## config.mk

```make
export PLATFORM = sky130hd
export DESIGN_NAME = calpulse_meter
export DESIGN_NICKNAME = d
export VERILOG_FILES = /design/src/rtl/cpm_pkg.sv /design/src/rtl/cpm_sync.sv /design/src/rtl/cpm_width_ctr.sv /design/src/rtl/cpm_scaler.sv /design/src/rtl/calpulse_meter.sv
export SDC_FILE = /design/constraint.sdc
export NUM_CORES = 1
export LEC_CHECK = 0
export ABC_AREA = 1
export BUFFER_PORTS_ARGS = -buffer_cell sky130_fd_sc_hd__buf_2
export CELL_PAD_IN_SITES_DETAIL_PLACEMENT = 1
export CELL_PAD_IN_SITES_GLOBAL_PLACEMENT = 1
export CORE_MARGIN = 2
export CORE_UTILIZATION = 45
export CTS_CLUSTER_DIAMETER = 80
export DETAILED_ROUTE_END_ITERATION = 8
export GPL_ROUTABILITY_DRIVEN = 0
export PLACE_DENSITY = 0.91
export SLEW_MARGIN = 5
export SYNTH_ARGS = -nofsm -noshare
export SYNTH_HDL_FRONTEND = slang
export SYNTH_HIERARCHICAL = 1
export SYNTH_SLANG_ARGS = --single-unit
export TNS_END_PERCENT = 20
```

## constraint.sdc

```tcl
create_clock -name clk -period 6.44 [get_ports clk]
set_clock_uncertainty 0.05 [all_clocks]
set_input_delay 1.288 -clock clk [delete_from_list [all_inputs] [get_ports clk]]
set_output_delay 1.288 -clock clk [all_outputs]
set_load 0.02 [all_outputs]
```

## src/rtl/cpm_pkg.sv

```systemverilog
package cpm_pkg;
  localparam int SEL_W     = 3;
  localparam int MAX_SHIFT = 12;

  typedef enum logic [1:0] {
    ST_IDLE,
    ST_ARM,
    ST_WAIT_HI,
    ST_COUNT
  } cpm_state_e;

  // Scale factor per select code, used by the checker as an independent reference
  function automatic int unsigned cpm_factor(input logic [SEL_W-1:0] sel);
    case (sel)
      3'd0:    return 64;
      3'd1:    return 128;
      3'd2:    return 256;
      3'd3:    return 512;
      3'd4:    return 640;
      3'd5:    return 1024;
      3'd6:    return 2048;
      default: return 4096;
    endcase
  endfunction
endpackage

```

## src/rtl/cpm_sync.sv

```systemverilog
module cpm_sync #(
  parameter int STAGES = 2
) (
  input  logic clk,
  input  logic rst,
  input  logic d,
  output logic q
);
  logic [STAGES-1:0] sh;

  for (genvar i = 0; i < STAGES; i++) begin : g_stage
    if (i == 0) begin : g_first
      always_ff @(posedge clk) begin
        if (rst) sh[i] <= 1'b0;
        else     sh[i] <= d;
      end
    end else begin : g_next
      always_ff @(posedge clk) begin
        if (rst) sh[i] <= 1'b0;
        else     sh[i] <= sh[i-1];
      end
    end
  end

  assign q = sh[STAGES-1];
endmodule

```

## src/rtl/cpm_width_ctr.sv

```systemverilog
module cpm_width_ctr
  import cpm_pkg::*;
#(
  parameter int CNT_W = 24
) (
  input  logic             clk,
  input  logic             rst,
  input  logic             tcal_s,
  input  logic             start,
  input  logic [SEL_W-1:0] dly_sel,
  output logic             start_acc,
  output logic             meas_vld,
  output logic [CNT_W-1:0] meas_width,
  output logic [SEL_W-1:0] meas_sel,
  output logic             overflow
);
  localparam logic [CNT_W-1:0] CNT_MAX = {CNT_W{1'b1}};

  cpm_state_e       state;
  logic [CNT_W-1:0] cnt;

  assign start_acc  = start && (state == ST_IDLE);
  assign meas_vld   = (state == ST_COUNT) && !tcal_s;
  assign meas_width = cnt;

  always_ff @(posedge clk) begin
    if (rst) begin
      state    <= ST_IDLE;
      cnt      <= '0;
      meas_sel <= '0;
      overflow <= 1'b0;
    end else begin
      case (state)
        ST_IDLE: begin
          if (start) begin
            overflow <= 1'b0;
            meas_sel <= dly_sel;
            state    <= ST_ARM;
          end
        end
        ST_ARM: begin
          // skip any pulse already in progress
          if (!tcal_s) state <= ST_WAIT_HI;
        end
        ST_WAIT_HI: begin
          if (tcal_s) begin
            cnt   <= CNT_W'(1);
            state <= ST_COUNT;
          end
        end
        ST_COUNT: begin
          if (tcal_s) begin
            if (cnt == CNT_MAX) begin
              overflow <= 1'b1;
              state    <= ST_IDLE;
            end else begin
              cnt <= cnt + CNT_W'(1);
            end
          end else begin
            state <= ST_IDLE;
          end
        end
        default: state <= ST_IDLE;
      endcase
    end
  end
endmodule

```

## src/rtl/cpm_scaler.sv

```systemverilog
module cpm_scaler
  import cpm_pkg::*;
#(
  parameter int CNT_W = 24,
  localparam int DLY_W = CNT_W + MAX_SHIFT
) (
  input  logic             clk,
  input  logic             rst,
  input  logic             clr,
  input  logic             vld,
  input  logic [CNT_W-1:0] width,
  input  logic [SEL_W-1:0] sel,
  output logic [CNT_W-1:0] base_q,
  output logic [DLY_W-1:0] delay_q,
  output logic             done_q
);
  logic [DLY_W-1:0] w_ext;
  logic [DLY_W-1:0] scaled;

  assign w_ext = DLY_W'(width);

  always_comb begin
    case (sel)
      3'd0:    scaled = w_ext << 6;
      3'd1:    scaled = w_ext << 7;
      3'd2:    scaled = w_ext << 8;
      3'd3:    scaled = w_ext << 9;
      3'd4:    scaled = (w_ext << 9) + (w_ext << 7);
      3'd5:    scaled = w_ext << 10;
      3'd6:    scaled = w_ext << 11;
      default: scaled = w_ext << 12;
    endcase
  end

  always_ff @(posedge clk) begin
    if (rst) begin
      base_q  <= '0;
      delay_q <= '0;
      done_q  <= 1'b0;
    end else if (clr) begin
      done_q <= 1'b0;
    end else if (vld) begin
      base_q  <= width;
      delay_q <= scaled;
      done_q  <= 1'b1;
    end
  end
endmodule

```

## src/rtl/calpulse_meter.sv

```systemverilog
module calpulse_meter
  import cpm_pkg::*;
#(
  parameter int CNT_W       = 24,
  parameter int SYNC_STAGES = 2,
  localparam int DLY_W      = CNT_W + MAX_SHIFT
) (
  input  logic             clk,
  input  logic             rst,
  input  logic             tcal_in,
  input  logic [2:0]       dly_sel,
  input  logic             start,
  output logic [CNT_W-1:0] base_ticks,
  output logic [DLY_W-1:0] delay_ticks,
  output logic             meas_done,
  output logic             meas_ovf
);
  logic             tcal_s;
  logic             start_acc;
  logic             meas_vld;
  logic [CNT_W-1:0] meas_width;
  logic [SEL_W-1:0] meas_sel;

  cpm_sync #(.STAGES(SYNC_STAGES)) u_sync (
    .clk (clk),
    .rst (rst),
    .d   (tcal_in),
    .q   (tcal_s)
  );

  cpm_width_ctr #(.CNT_W(CNT_W)) u_ctr (
    .clk        (clk),
    .rst        (rst),
    .tcal_s     (tcal_s),
    .start      (start),
    .dly_sel    (dly_sel),
    .start_acc  (start_acc),
    .meas_vld   (meas_vld),
    .meas_width (meas_width),
    .meas_sel   (meas_sel),
    .overflow   (meas_ovf)
  );

  cpm_scaler #(.CNT_W(CNT_W)) u_scale (
    .clk     (clk),
    .rst     (rst),
    .clr     (start_acc),
    .vld     (meas_vld),
    .width   (meas_width),
    .sel     (meas_sel),
    .base_q  (base_ticks),
    .delay_q (delay_ticks),
    .done_q  (meas_done)
  );
endmodule

```

# Word-level counts from Yosys, hierarchy flattened
# Index checks and enable logic that the tools add are counted.
# totals
wordCells	57
regBits	93
# op_classes
muxes	15
bitwise_logic	1
addsub	2
eq_ne	17
reduce_logical	13
# ops
operator	n
case mux 36 bit (7 select lines)	1
two-way mux 24 bit	3
case mux 24 bit (2 select lines)	1
adder 33 x 31 -> 34 bit	1
adder 24 x 1 -> 24 bit (second input constant)	1
equality test 24 bit (second input constant)	1
!= test 2 bit (second input constant)	6
AND reduction 4 bit	3
two-way mux 2 bit	5
equality test 3 bit (second input constant)	3
case mux 2 bit (4 select lines)	1
equality test 3 x 2 -> 1 bit (second input constant)	2
equality test 2 bit (second input constant)	2
AND reduction 2 bit	2
nonzero test 2 bit	2
equality test 3 x 1 -> 1 bit (second input constant)	1
zero test 3 bit	1
two-way mux 1 bit	3
!= test 3 bit (second input constant)	1
equality test 2 x 1 -> 1 bit (second input constant)	1
logical AND 1 bit	2
zero test 2 bit	1
case mux 1 bit (2 select lines)	1
OR reduction 2 bit	1
other kinds (2)	2

# Logic depth before layout (Yosys ltp)
# Gate-level depths: netlist of the first run.
# depth
word_depth	4
ltp_mapped	14
mapped_depth_nobuf	14

# Cells and area by module
# The synthesis of the first run kept the hierarchy.
# by_module_without_submodules
module	area_each_um2	n_inst	cells_per_inst	seq_area_each_um2
cpm_scaler	4673.2	1	802	1101.1
cpm_width_ctr	2006.9	1	342	600.6
cpm_sync	55.1	1	6	40.0

# Worst setup path after synthesis of the first run
# OpenSTA, ideal clock, no wires.
# synth_path
kind	input to register
start	in start
end	reg u_scale.delay_q[13]
t_arrival_ns	2.344
cell_stages	8
slack_ns	3.931
cell_sequence	nand2_1 > inv_1 > nor2_1 > nand2_1 > a211oi_1 > nand2_1 > o21ai_0 > inv_1
# synth_between
elab_chain_len	3
# synth_rtl
item	line	text
start: declaration	calpulse_meter.sv:12	input logic start,
logical AND 1 bit	cpm_width_ctr.sv:22	assign start_acc = start && (state == ST_IDLE);
named net start_acc	calpulse_meter.sv:19	logic start_acc;
NOT 1 bit (no line)	n/a	
AND reduction 2 bit (no line)	n/a	
end signal: assignment	cpm_scaler.sv:44	delay_q <= scaled;
end: declaration	cpm_scaler.sv:14	output logic [DLY_W-1:0] delay_q,
# The timed path passes the listed nets, and every way through them passes these cells.
# A chain may end at the register's enable or synchronous reset.

# Worst setup path in the final report of the first run
# layout_path
start	reg u_ctr.state[0]
end	reg u_scale.delay_q[34]
# layout_rtl
item	line	text
start: declaration	cpm_width_ctr.sv:19	cpm_state_e state;
start signal: assignment	cpm_width_ctr.sv:28	state <= ST_IDLE;
start signal: assignment	cpm_width_ctr.sv:38	state <= ST_ARM;
start signal: assignment	cpm_width_ctr.sv:43	if (!tcal_s) state <= ST_WAIT_HI;
equality test 2 bit	cpm_width_ctr.sv:23	assign meas_vld = (state == ST_COUNT) && !tcal_s;
logical AND 1 bit	cpm_width_ctr.sv:23	
named net meas_vld	calpulse_meter.sv:20	logic meas_vld;
AND reduction 2 bit (no line)	n/a	
# The timed path passes the listed nets, and every way through them passes these cells.

==> run summary, run 1 <==
Largest net degree at the start of global routing -> 61
Met3 WL -> 1830 um
Worst-path clk slew -> 70 ps
Post-synth top area cell -> dfxtp_1
Clock power frac -> 0.378
Setup TNS -> 0 ps
Combinational Power Share -> 0.233
Worst-Margin Slew -> 908.1 ps
CP Class -> flip-flop to flip-flop
Fraction of layout cells with a size suffix above 1 -> 0.08725
Detailed-router iteration count before antenna repair -> 6
Final Setup Violations -> 0
Post-CTS sizing -> 0
Critical-path top delay cell -> ha_1
Crit path required time -> 6670 ps
Met2 WL post-DR -> 11940 um
IO buf count -> 62
Met1 wire length -> 10270 um
Max-Cap Viols -> 0
Worst slack, placed -> 3138 ps
Max Slew Vio Count -> 0
Initial DRC Count -> 711
Maximum vdd drop -> 0.1946 mV
RSZ-0062 raised after global routing -> false
# H-tree levels -> 3
Crit-path max cell delay -> 690 ps
Worst hold path class -> flip-flop to flip-flop
WL/cell -> 18.73 um
Register-to-register setup slack -> 3080 ps
Highest routed layer -> met4
Netlist cell types -> 39
Fin worst setup slack -> 3081 ps
Most frequent cells in the layout -> 378 x nand2_1, 136 x inv_1, 116 x a21oi_1, 111 x nor2_1, 89 x nand3_1
Number of vias per cell -> 5.886
Pwr dens -> 210.2 nW/um^2
Switching Fraction -> 0.3606
TritonCTS buffer count -> 9
Final Critical Period -> 3359 ps
Post-DP HPWL -> 18120 um
Routed Antenna Nets -> 0
Ys Warns -> 6
Sw Pwr -> 0.0005603 W
Fin nets -> 1222
First-pass GRT wire length -> 40790 um
Total Routing Usage GR -> 0.3190
Crit path max fanout -> 55
Tcrit/Tclk final -> 0.5215
Final Cell Area -> 7392 sq um
Synth Cell Area -> 6735 sq um
Die area -> 15960 sq um
# rows -> 44
Total grt overflow -> 0
Commonest non-fill, non-tap cell in the layout -> nand2_1
Die H -> 126.3 um
Initial Util -> 0.4617
Internal -> 0.0009936 W
Clock root buffer -> clkbuf_16
Via count of the routed design -> 8099
Cts hold-fix bufs -> 0
Initial antenna violation count -> 0
Clock Path Buffers -> 2
CP cell instances -> ha_1 > inv_1 > nor2_1 > inv_1 > nor2_2 > buf_4 > inv_2 > nor2_1 > nand2_1 > a31oi_1
Leak Pwr -> 3.471 nW
Horiz. Die Dim -> 126.3 um
Clk sink count -> 87
Seq pwr share -> 0.389
Area post-placement -> 7071 sq um
Arr. time, crit path -> 3590 ps
Max Clk Rate -> 297.7 MHz
CTS tree -> done
Crit start category -> flip-flop
Cells after Synth -> 1150
Status -> finished clean
Most area-consuming cells after synthesis -> dfxtp_1 26%, nand2_1 21%, a21oi_1 8.6%
Hold_ws -> 379.1 ps
Diodes inserted -> 0
Top cell type's share of synthesized area -> 0.2586
Mapped Avg Cell Area -> 5.857 sq um
Post-CTS Setup Inserts -> 0
Vias in the first global route -> 7970
Power consumption -> 0.001554 W
Clock Latency Late Sink -> 350 ps
Layout Area Growth over Synthesis -> 9.753%
Seq cells post-synth -> 87
Hold Vio Cnt, Final -> 0
Slew headroom -> 0.3937
Post-synthesis sequential area ratio -> 0.2586
IO Pins -> 69
Drt drc -> 0
Critical path endpoint category -> flip-flop
Floorplan core area -> 14590 sq um
Total Wirelength -> 25770 um
cell families (layout without fill, tap and decap cells):
kind of cell / after synthesis / in the layout / synth area share
AOI/OAI and AO/OA: 215 / 215 / 0.1787
xor gates and xnor gates: 2 / 2 / 0.002601
adders and majority gates: 28 / 28 / 0.05313
buffers and inverters: 186 / 223 / 0.1155
DFF: 87 / 87 / 0.2586
other: 1 / 6 / 0.0005568
and+or+nand+nor: 631 / 631 / 0.3909
cell type report:
| class | instances | area [sq um] |
|---|---|---|
| repair buffers | 64 | 325.3 |
| clock inverters | 6 | 92.59 |
| flip-flops and latches | 87 | 1742 |
| fillers | 2074 | 7197 |
| multi-input cells | 882 | 4237 |
| inverters | 143 | 536.8 |
| well taps | 184 | 230.2 |
| clock buffers | 10 | 229.0 |
layer usage:
| layer | global-route usage | up-vias |
|---|---|---|
| met5 | 0 | - |
| met4 | 0.2010 | 0 |
| met3 | 0.05989 | 116 |
| met2 | 0.5307 | 372 |
| met1 | 0.3785 | 3788 |
| li1 | - | 3823 |
metrics by stage:
stage / std cells / utilization
2_1_floorplan: 1155 / -
3_3_place_gp: 1360 / 0.4846
3_5_place_dp: 1360 / 0.4846
4_1_cts: 1376 / 0.5067
5_1_grt: 1376 / 0.5067
6_report: 1376 / 0.5067
flip-flops by register name, indices dropped and copies added (netlist names):
| name | count |
|---|---|
| u_ctr/meas_sel | 3 |
| u_ctr/meas_width | 24 |
| u_ctr/overflow | 1 |
| u_ctr/state | 2 |
| u_scale/base_q | 24 |
| u_scale/delay_q | 30 |
| u_scale/done_q | 1 |
| u_sync/q | 1 |
| u_sync/sh | 1 |
path summary, 6_finish.rpt:
| path | from | end | cells after the start |
|---|---|---|---|
| worst max-delay path | u_ctr/state[0] | u_scale/delay_q[34] | 10 |
| worst min-delay path | u_sync/sh[0] | u_sync/q | 2 |
| worst max register to register | u_ctr/state[0] | u_scale/delay_q[34] | 10 |
| worst min register to register | u_sync/sh[0] | u_sync/q | 2 |
power groups by stage:
| stage | clock, W | sequential, W | combinational [W] |
|---|---|---|---|
| global route | 0.000613 | 0.000608 | 0.000391 |
| detailed placement | 0 | 0.000614 | 0.000340 |
| floorplan | 0 | 0.000610 | 0.000259 |
| CTS | 0.000591 | 0.000603 | 0.000352 |
| global placement | 0 | 0.000613 | 0.000333 |
| finish | 0.000588 | 0.000604 | 0.000362 |
Yosys cell counts:
master	instances
a211oi_1	9
a211oi_2	1
a21oi_1	116
a221oi_1	4
a22oi_1	2
a31oi_1	1
buf_1	1
buf_2	10
buf_4	9
buf_6	3
buf_8	1
clkbuf_1	19
clkinv_1	2
conb_1	1
dfxtp_1	87
fa_1	1
ha_1	27
inv_1	136
inv_2	5
nand2_1	378
nand2_2	6
nand3_1	89
nand3_2	3
nand3b_1	7
nand4_1	13
nor2_1	112
nor2_2	2
nor2_4	3
nor3_1	11
nor3b_1	1
nor4_1	2
o21ai_0	41
o21ai_1	1
o21bai_1	1
o221ai_1	9
o22ai_1	28
o31ai_1	2
or2_2	4
xor2_1	2
worst max-delay path: cells and delay by family, from the launching register on:
kind	cells	cell delay [ps]
AOI/OAI and AO/OA	1	170
and+or+nand+nor	4	760
DFF	1	390
buffers and inverters	4	1180
adders and majority gates	1	690
No activity file was read; power rests on OpenSTA's default activity.
==> inputs of run 2 (changes only) <==
Settings changed: CORE_UTILIZATION 45 to 37, PLACE_DENSITY 0.91 to 0.81.
Clock period 6.44 ns to 3 ns, I/O delays scaled along.
==> run 2 against run 1 <==
  * Via count about the same
  * Fmax up 26%
  * Register-to-register slack worse by 2700 ps
  * Setup slack worse by 2700 ps
  * Critical path depth unchanged
==> run summary, run 2 (same netlist as run 1, synthesis figures left out) <==
Status -> finished clean (unchanged)
Hold Crit Endpoint -> u_sync/q (unchanged)
Largest register FFs -> 30 (unchanged)
Critical-path top delay cell -> fa_1 (was ha_1)
Post-CTS sizing -> 0 (unchanged)
Sw Pwr -> 0.001257 W (was 0.0005603 W)
Fin nets -> 1251 (was 1222)
Max Slew Vio Count -> 0 (unchanged)
Hold Vio Cnt, Final -> 0 (unchanged)
Internal -> 0.002011 W (was 0.0009936 W)
TritonCTS buffer count -> 9 (unchanged)
IO Pins -> 69 (unchanged)
Slew headroom -> 0.6180 (was 0.3937)
Detailed-router iteration count before antenna repair -> 5 (was 6)
Fin worst setup slack -> 337.9 ps (was 3081 ps)
Commonest non-fill, non-tap cell in the layout -> nand2_1 (unchanged)
WP buf/inv -> 0 (was 4)
Drt drc -> 0 (unchanged)
Critical path endpoint category -> flip-flop (unchanged)
Register bank with the most flops -> u_scale/delay_q (unchanged)
# rows -> 49 (was 44)
Reg-to-Reg Start -> u_ctr/meas_width[0] (was u_ctr/state[0])
Final Critical Period -> 2662 ps (was 3359 ps)
Cts hold-fix bufs -> 0 (unchanged)
Crit path max fanout -> 9 (was 55)
CP Class -> flip-flop to flip-flop (unchanged)
Worst-path clk slew -> 70 ps (about the same)
Arr. time, crit path -> 2840 ps (was 3590 ps)
Initial antenna violation count -> 0 (unchanged)
Power consumption -> 0.003268 W (was 0.001554 W)
Initial DRC Count -> 572 (was 711)
Maximum vdd drop -> 0.3592 mV (was 0.1946 mV)
Hold_ws -> 356.8 ps (was 379.1 ps)
Fraction of layout cells with a size suffix above 1 -> 0.1097 (was 0.08725)
Pwr dens -> 428.6 nW/um^2 (was 210.2 nW/um^2)
CP cell instances -> ha_1 > fa_1 > nand3_1 > nand3_1 > nand2_1 > nand3_1 > o21ai_0 > nand2_1 > o21ai_0 > a21oi_1 (was ha_1 > inv_1 > nor2_1 > inv_1 > nor2_2 > buf_4 > inv_2 > nor2_1 > nand2_1 > a31oi_1)
Worst hold path class -> flip-flop to flip-flop (unchanged)
Max-Cap Viols -> 0 (unchanged)
First-pass GRT wire length -> 42410 um (was 40790 um)
Clock Path Buffers -> 2 (unchanged)
Die area -> 19300 sq um (was 15960 sq um)
Hold Path Origin -> u_sync/sh[0] (unchanged)
Clk sink count -> 87 (unchanged)
Worst-Margin Slew -> 572.3 ps (was 908.1 ps)
Routed Antenna Nets -> 0 (unchanged)
Post-DP HPWL -> 19950 um (was 18120 um)
WL/cell -> 18.29 um (was 18.73 um)
Crit path required time -> 3180 ps (was 6670 ps)
Tcrit/Tclk final -> 0.8874 (was 0.5215)
# H-tree levels -> 3 (unchanged)
Worst r2r dst -> u_scale/delay_q[17] (was u_scale/delay_q[34])
CTS tree -> done (unchanged)
Worst Hold Path Cells -> 2 (unchanged)
Switching Fraction -> 0.3846 (was 0.3606)
Worst slack, placed -> 438.4 ps (was 3138 ps)
Clock power frac -> 0.337 (was 0.378)
CP delay by family, top -> adder cells (was buffers and inverters)
Initial Util -> 0.3762 (was 0.4617)
Via count of the routed design -> 8104 (was 8099)
Crit-path max cell delay -> 460 ps (was 690 ps)
Most frequent cells in the layout -> 378 x nand2_1, 136 x inv_1, 116 x a21oi_1, 111 x nor2_1, 89 x nand3_1 (unchanged)
Seq pwr share -> 0.396 (was 0.389)
Total Wirelength -> 26520 um (was 25770 um)
Register-to-register setup slack -> 340 ps (was 3080 ps)
Largest net degree at the start of global routing -> 33 (was 61)
Clock Latency Late Sink -> 360 ps (was 350 ps)
Floorplan core area -> 17900 sq um (was 14590 sq um)
Crit start category -> flip-flop (unchanged)
Die H -> 138.9 um (was 126.3 um)
Layout Area Growth over Synthesis -> 13.21% (was 9.753%)
Clock root buffer -> clkbuf_16 (unchanged)
Leak Pwr -> 3.594 nW (was 3.471 nW)
Total grt overflow -> 0 (unchanged)
Combinational Power Share -> 0.268 (was 0.233)
Vias in the first global route -> 8116 (was 7970)
Worst setup path start -> u_ctr/meas_width[0] (was u_ctr/state[0])
Crit-path most repeated cell -> nand3_1
Max Clk Rate -> 375.6 MHz (was 297.7 MHz)
IO buf count -> 62 (unchanged)
Total Routing Usage GR -> 0.2717 (was 0.3190)
Final Setup Violations -> 0 (unchanged)
RSZ-0062 raised after global routing -> false (unchanged)
Post-CTS Setup Inserts -> 0 (unchanged)
Non-Filler Instances -> 1450 (was 1376)
Cell count after placement -> 1434 (was 1360)
Number of vias per cell -> 5.589 (was 5.886)
Horiz. Die Dim -> 138.9 um (was 126.3 um)
Setup TNS -> 0 ps (unchanged)
Diodes inserted -> 0 (unchanged)
R2r worst-path depth -> 10 (unchanged)
[run 2: changes by cell type in the layout (fill, tap and decap cells not counted), sizes merged]
cell,delta
bufinv,-2
clkbuf,-1
clkinv,+2
buf,+29
inv,+1
[run 2: worst max path at each step]
stage / end / cells past startpoint
2_1_floorplan: u_scale/delay_q[13] / 12
5_1_grt: u_scale/delay_q[17] / 10
4_1_cts: u_scale/delay_q[17] / 10
6_report: u_scale/delay_q[17] / 10
3_3_place_gp: u_scale/delay_q[17] / 10
3_5_place_dp: u_scale/delay_q[17] / 10
[run 2: final cells by class]
cell class	count	area (sq um)
flip-flops and latches	87	1742
inverters	143	536.8
clock inverters	7	55.05
fillers	2538	10280
repair buffers	93	543.0
multi-input cells	882	4237
well taps	229	286.5
clock buffers	9	225.2
[run 2: per-stage QoR]
stage,cell area (sq um),util
finish,7625,0.4259
global route,7625,0.4259
CTS,7625,0.4259
detailed placement,7345,0.4103
global placement,7345,0.4103
floorplan,6754,-
[run 2: power by group through the flow]
| stage | Sequential (W) | Clock [W] | Combinational [W] |
|---|---|---|---|
| 2_1_floorplan | 0.00131 | 0 | 0.000556 |
| 3_3_place_gp | 0.00131 | 0 | 0.000828 |
| 3_5_place_dp | 0.00132 | 0 | 0.000838 |
| 4_1_cts | 0.00129 | 0.00112 | 0.000843 |
| 5_1_grt | 0.00130 | 0.00117 | 0.000940 |
| 6_report | 0.00129 | 0.00110 | 0.000874 |
[run 2: worst register-to-register path, cell delays in order, from the launching register on]
cell and delay [ps]:
dfxtp_1 440, ha_1 340, fa_1 460, nand3_1 100, nand3_1 170, nand2_1 110, nand3_1 180, o21ai_0 410
nand2_1 120, o21ai_0 90, a21oi_1 70
[run 2: metal layers]
metal | share of wire | GRT usage
met1 | 0.43 | 0.3503
met2 | 0.47 | 0.4532
met3 | 0.066 | 0.04351
met4 | 0.040 | 0.1127
met5 | 0 | 0
